[src/rtl/lpc_dec_pkg.sv]
package lpc_dec_pkg;
  localparam int unsigned ADDR_W    = 16;
  localparam int unsigned BYTE_W    = 8;
  localparam int unsigned NUM_BIDIR = 16;
  localparam int unsigned IDX_W     = $clog2(NUM_BIDIR);
  localparam int unsigned SEL_W     = 4;

  // one-hot select bit positions
  typedef enum logic [1:0] {
    SEL_DIN  = 2'd0,
    SEL_DOUT = 2'd1,
    SEL_STAT = 2'd2,
    SEL_BIDI = 2'd3
  } sel_pos_e;

  localparam logic [ADDR_W-1:0] ALL_ONES = {ADDR_W{1'b1}};
  // data/status window: address bit 2 is don't-care, base bit 0 forced low
  localparam logic [ADDR_W-1:0] DS_CARE   = ALL_ONES & ~(ADDR_W'(1) << 2);
  localparam logic [ADDR_W-1:0] DS_INV    = '0;
  localparam logic [ADDR_W-1:0] DS_FORCE0 = ADDR_W'(1);
  // bidirectional window: index bits don't-care, base bit above them inverted
  localparam logic [ADDR_W-1:0] BD_CARE   = ALL_ONES << IDX_W;
  localparam logic [ADDR_W-1:0] BD_INV    = ADDR_W'(1) << IDX_W;
  localparam logic [ADDR_W-1:0] BD_FORCE0 = '0;
endpackage

[src/rtl/lpc_base_reg.sv]
module lpc_base_reg
  import lpc_dec_pkg::*;
(
  input  logic              clk_i,
  input  logic              rst_ni,
  input  logic              lock_i,
  input  logic              wr_i,
  input  logic              sel_hi_i,
  input  logic [BYTE_W-1:0] wdata_i,
  output logic [BYTE_W-1:0] rdata_o,
  output logic [ADDR_W-1:0] base_o
);
  localparam int unsigned NBYTES = ADDR_W / BYTE_W;

  logic [ADDR_W-1:0] base_q;

  for (genvar b = 0; b < NBYTES; b++) begin : g_byte
    logic hit_byte;
    assign hit_byte = wr_i && !lock_i && (sel_hi_i == (b != 0));
    always_ff @(posedge clk_i or negedge rst_ni) begin
      if (!rst_ni)       base_q[b*BYTE_W +: BYTE_W] <= '0;
      else if (hit_byte) base_q[b*BYTE_W +: BYTE_W] <= wdata_i;
    end
  end

  assign rdata_o = sel_hi_i ? base_q[ADDR_W-1 -: BYTE_W] : base_q[BYTE_W-1:0];
  assign base_o  = base_q;
endmodule

[src/rtl/lpc_win_match.sv]
module lpc_win_match
  import lpc_dec_pkg::*;
#(
  parameter logic [ADDR_W-1:0] CARE   = '1,
  parameter logic [ADDR_W-1:0] INV    = '0,
  parameter logic [ADDR_W-1:0] FORCE0 = '0
) (
  input  logic              en_i,
  input  logic [ADDR_W-1:0] base_i,
  input  logic [ADDR_W-1:0] addr_i,
  output logic              match_o
);
  logic [ADDR_W-1:0] ref_addr;
  assign ref_addr = (base_i ^ INV) & ~FORCE0;
  assign match_o  = en_i && (((addr_i ^ ref_addr) & CARE) == '0);
endmodule

[src/rtl/lpc_io_decode.sv]
module lpc_io_decode
  import lpc_dec_pkg::*;
(
  input  logic              clk_i,
  input  logic              rst_ni,
  input  logic              chan_en_i,
  input  logic              reg_wr_i,
  input  logic              reg_sel_i,
  input  logic [BYTE_W-1:0] reg_wdata_i,
  output logic [BYTE_W-1:0] reg_rdata_o,
  input  logic              io_valid_i,
  input  logic              io_write_i,
  input  logic [ADDR_W-1:0] io_addr_i,
  output logic              hit_o,
  output logic [SEL_W-1:0]  sel_o,
  output logic [IDX_W-1:0]  bidir_idx_o
);
  logic [ADDR_W-1:0] base;
  logic              ds_match, bd_match;
  logic [SEL_W-1:0]  sel_d, sel_q;
  logic [IDX_W-1:0]  idx_d, idx_q;

  lpc_base_reg i_base (
    .clk_i    (clk_i),
    .rst_ni   (rst_ni),
    .lock_i   (chan_en_i),
    .wr_i     (reg_wr_i),
    .sel_hi_i (reg_sel_i),
    .wdata_i  (reg_wdata_i),
    .rdata_o  (reg_rdata_o),
    .base_o   (base)
  );

  lpc_win_match #(.CARE(DS_CARE), .INV(DS_INV), .FORCE0(DS_FORCE0)) i_ds_match (
    .en_i    (chan_en_i),
    .base_i  (base),
    .addr_i  (io_addr_i),
    .match_o (ds_match)
  );

  // bit 0 of the base doubles as the bidirectional window enable
  lpc_win_match #(.CARE(BD_CARE), .INV(BD_INV), .FORCE0(BD_FORCE0)) i_bd_match (
    .en_i    (chan_en_i && base[0]),
    .base_i  (base),
    .addr_i  (io_addr_i),
    .match_o (bd_match)
  );

  always_comb begin
    sel_d = '0;
    idx_d = '0;
    if (io_valid_i) begin
      if (ds_match) begin
        if (io_addr_i[2])    sel_d[SEL_STAT] = 1'b1;
        else if (io_write_i) sel_d[SEL_DIN]  = 1'b1;
        else                 sel_d[SEL_DOUT] = 1'b1;
      end else if (bd_match) begin
        sel_d[SEL_BIDI] = 1'b1;
        idx_d           = io_addr_i[IDX_W-1:0];
      end
    end
  end

  always_ff @(posedge clk_i or negedge rst_ni) begin
    if (!rst_ni) begin
      sel_q <= '0;
      idx_q <= '0;
      hit_o <= 1'b0;
    end else begin
      sel_q <= sel_d;
      idx_q <= idx_d;
      hit_o <= ds_match || bd_match ? io_valid_i : 1'b0;
    end
  end

  assign sel_o       = sel_q;
  assign bidir_idx_o = idx_q;
endmodule

[config.mk]
export PLATFORM = sky130hd
export DESIGN_NAME = lpc_io_decode
export DESIGN_NICKNAME = d
export VERILOG_FILES = /design/src/rtl/lpc_dec_pkg.sv /design/src/rtl/lpc_base_reg.sv /design/src/rtl/lpc_win_match.sv /design/src/rtl/lpc_io_decode.sv
export SDC_FILE = /design/constraint.sdc
export NUM_CORES = 1
export LEC_CHECK = 0
export ABC_AREA = 1
export BUFFER_PORTS_ARGS = -buffer_cell sky130_fd_sc_hd__buf_2
export CAP_MARGIN = 25
export CORE_MARGIN = 3
export CORE_UTILIZATION = 44
export CTS_CLUSTER_DIAMETER = 150
export DETAILED_ROUTE_END_ITERATION = 16
export HOLD_SLACK_MARGIN = 0.02
export PLACE_DENSITY = 0.84
export SETUP_SLACK_MARGIN = 0.2
export SLEW_MARGIN = 20
export SYNTH_ARGS = -nofsm -noshare
export SYNTH_HDL_FRONTEND = slang
export SYNTH_SLANG_ARGS = --single-unit
[constraint.sdc]
create_clock -name clk_i -period 1.1 [get_ports clk_i]
set_input_delay 0.165 -clock clk_i [delete_from_list [all_inputs] [get_ports clk_i]]
set_output_delay 0.165 -clock clk_i [all_outputs]
set_load 0.02 [all_outputs]
==> results.sh <==
export IMPL_status="finished with violations"
export IMPL_failed_checks="setup timing"
export IMPL_fillers=220
export IMPL_worstSetupPathType="register to primary output"
export IMPL_worst_hold_path_type="input pin to register"
export IMPL_syn_inst=183
export IMPL_tightest_slew_ps=549
export IMPL_syn_nets=214
export IMPL_max_cap_viol_count=0
export IMPL_vias=1369
export IMPL_skew_ps=1.48
export IMPL_ant_nets=0
export IMPL_first_iter_violations=63
export IMPL_synth_main_ff_cell="dfrtp_1"
export IMPL_peakVddDrop_mv=0.718
export IMPL_layout_commonest_cell="nand2_1"
export IMPL_die_h_um=60.6
export IMPL_ios=48
export IMPL_placed_cells_incl_taps=269
export IMPL_drive_gt1_frac=0.435
export IMPL_diodes=0
export IMPL_grt_start_max_net_pins=26
export IMPL_timing_final_crit_share=1.18
export IMPL_antenna_found_initial=0
export IMPL_drtPass1Iterations=4
export IMPL_cts_sinks=25
export IMPL_critPathMaxFanout=3
export IMPL_core_area_um2=2810
export IMPL_numCtsBuffers=3
export IMPL_synth_seq_cells=25
export IMPL_startpoint="i_base.base_o[15]"
export IMPL_p_leak_nw=1.15
export IMPL_path_common_cell="buf_6"
export IMPL_worst_path_largest_cell_delay_ps=430
export IMPL_drc=0
export IMPL_r2r_cells=8
export IMPL_gp_congestion=0.774
export IMPL_syn_area_um2=1310
export IMPL_grt_overflow=0
export IMPL_setup_viol=17
export IMPL_max_freq_ghz=0.770
export IMPL_grt_usage=0.179
export IMPL_ys_seq_area_frac=0.477
export IMPL_ys_types=16
export IMPL_cp_slowest_cell="dfrtp_1"
export IMPL_final_max_slew_viol_count=0
export IMPL_syn_avg_cell_area_um2=7.17
export IMPL_async_flop_share=1.00
export IMPL_cp_required_ps=940
export IMPL_synth_warnings=0
export IMPL_grt_setup_unrepaired="true"
export IMPL_path_cells="buf_6, nand2_1, o21ai_2, buf_6"
export IMPL_areaGrowthSynthToFinish_pct=52.6
export IMPL_timing_final_ws_setup_ps=-199
export IMPL_place_ws_ps=-35.4
export IMPL_fin_crit_ps=1300
export IMPL_totalWireLength_um=3440
export IMPL_multiInputGateArea_um2=602
export IMPL_crit_arrival_ps=1130
export IMPL_synth_edf_count=0
export IMPL_p_total_mw=2.39
export IMPL_die_w_um=60.6
export IMPL_grt_pass1_vias=1194
export IMPL_routedWlPerCell_um=12.0
export IMPL_cts_buffer_depth=2
export IMPL_seq_area_um2=626
export IMPL_p_per_area_nw_per_um2=1190
export IMPL_cts_root_buf="clkbuf_4"
export IMPL_initial_core_util=0.467
export IMPL_cp_end_kind="primary output"
export IMPL_insertion_delay_ps=320
export IMPL_hold_depth=3
export IMPL_timing_rr_start="i_base.base_o[9]"
export IMPL_nets=287
export IMPL_instances_no_fill=286
export IMPL_slew_headroom=0.634
export IMPL_grt_pass1_wl_um=4840
export IMPL_io_buffers=47
export IMPL_clkTransAtPathRegs_ps=130
export IMPL_cts_max_level=1
export IMPL_num_rows=19
export IMPL_start_kind="register"
export IMPL_tritoncts="done"
export IMPL_hold_viol=0
export IMPL_vias_per_cell=4.79
export IMPL_layout_cells_most_common_list="nand2_1 (52), inv_1 (32), buf_2 (30), buf_6 (29), dfrtp_1 (25)"
export IMPL_die_area_um2=3670
export IMPL_hpwl_um=2220
export IMPL_hold_path_startpoint="io_addr_i[0]"
-- through the flow --
stage,instance area (um2),TNS [ps],hold WS [ps],utilization
3_5_place_dp,1660,-148,183,0.591
6_report,2000,-2550,66.0,0.713
4_1_cts,1870,-2550,52.7,0.666
2_1_floorplan,1320,0,-131,-
5_1_grt,2000,-3830,72.5,0.713
3_3_place_gp,1660,-4.21,174,0.591
-- layout make-up --
cell class / instances / area share
Timing Repair Buffer: 71 / 0.285
Inverter: 37 / 0.0694
Multi-Input combinational cell: 118 / 0.301
Tap cell: 31 / 0.0194
Clock buffer: 4 / 0.0131
Sequential cell: 25 / 0.313
-- cells in the mapped netlist, types with 2 or more instances --
| master | n | area [um2] |
|---|---|---|
| nand2_1 | 63 | 236 |
| dfrtp_1 | 25 | 626 |
| nor2_1 | 14 | 52.6 |
| o21ai_0 | 24 | 120 |
| buf_2 | 2 | 10.0 |
| nor2_2 | 7 | 43.8 |
| inv_1 | 36 | 135 |
| nand3_2 | 2 | 20.0 |
| nand3_1 | 3 | 15.0 |
-- power breakdown --
group | internal (mW) | switching [mW]
Sequential | 1.01 | 0.0766
Clock | 0.142 | 0.277
Combinational | 0.447 | 0.434
Total | 1.60 | 0.788
-- registers in the layout, summed over array words and instances, names as in the netlist --
register	flops
i_base.base_o	16
bidir_idx_o	4
sel_o	4
hit_o	1
-- cell families (layout without fill, tap and decap cells) --
kind of cell	count (synthesis)	in the layout	share of synthesized area
AND/OR/NAND/NOR	93	93	0.308
AO/OA/AOI/OAI	24	24	0.0916
flip-flops	25	25	0.477
buffers and inverters	40	112	0.116
XOR/XNOR	1	1	0.00668
-- what timing repair did --
action | in CTS | in global routing
hold endpoints to repair | 25 | 0
setup buffers | 9 | 3
gates resized for setup | 35 | 38
hold buffers | 1 | 0
setup endpoints to repair | 26 | 29
pin swaps | 6 | 13
-- metal layers --
layer | GRT usage | routed length, um | up-vias
met5 | 0 | 0 | -
met4 | 0.0836 | 72 | 0
met3 | 0.0277 | 180 | 7
met2 | 0.321 | 1770 | 50
met1 | 0.209 | 1420 | 620
li1 | - | - | 692
-- worst max-delay path, delay by kind of cell (launching register included) --
family | cells | cell delay [ps]
AO/OA/AOI/OAI | 1 | 60
buffers and inverters | 2 | 260
flip-flops | 1 | 430
AND/OR/NAND/NOR | 1 | 70
-- final timing paths --
| path | to | slack [ps] |
|---|---|---|
| setup / recovery | reg_rdata_o[7] | -200 |
| hold / removal | bidir_idx_o[0] | 70 |
| setup reg to reg | bidir_idx_o[0] | -170 |
| hold reg to reg | i_base.base_o[2] | 520 |
| max in group asynchronous | sel_o[0] | 400 |
| min in group asynchronous | i_base.base_o[4] | 340 |
Note: power is estimated with default switching activity, not from simulation.
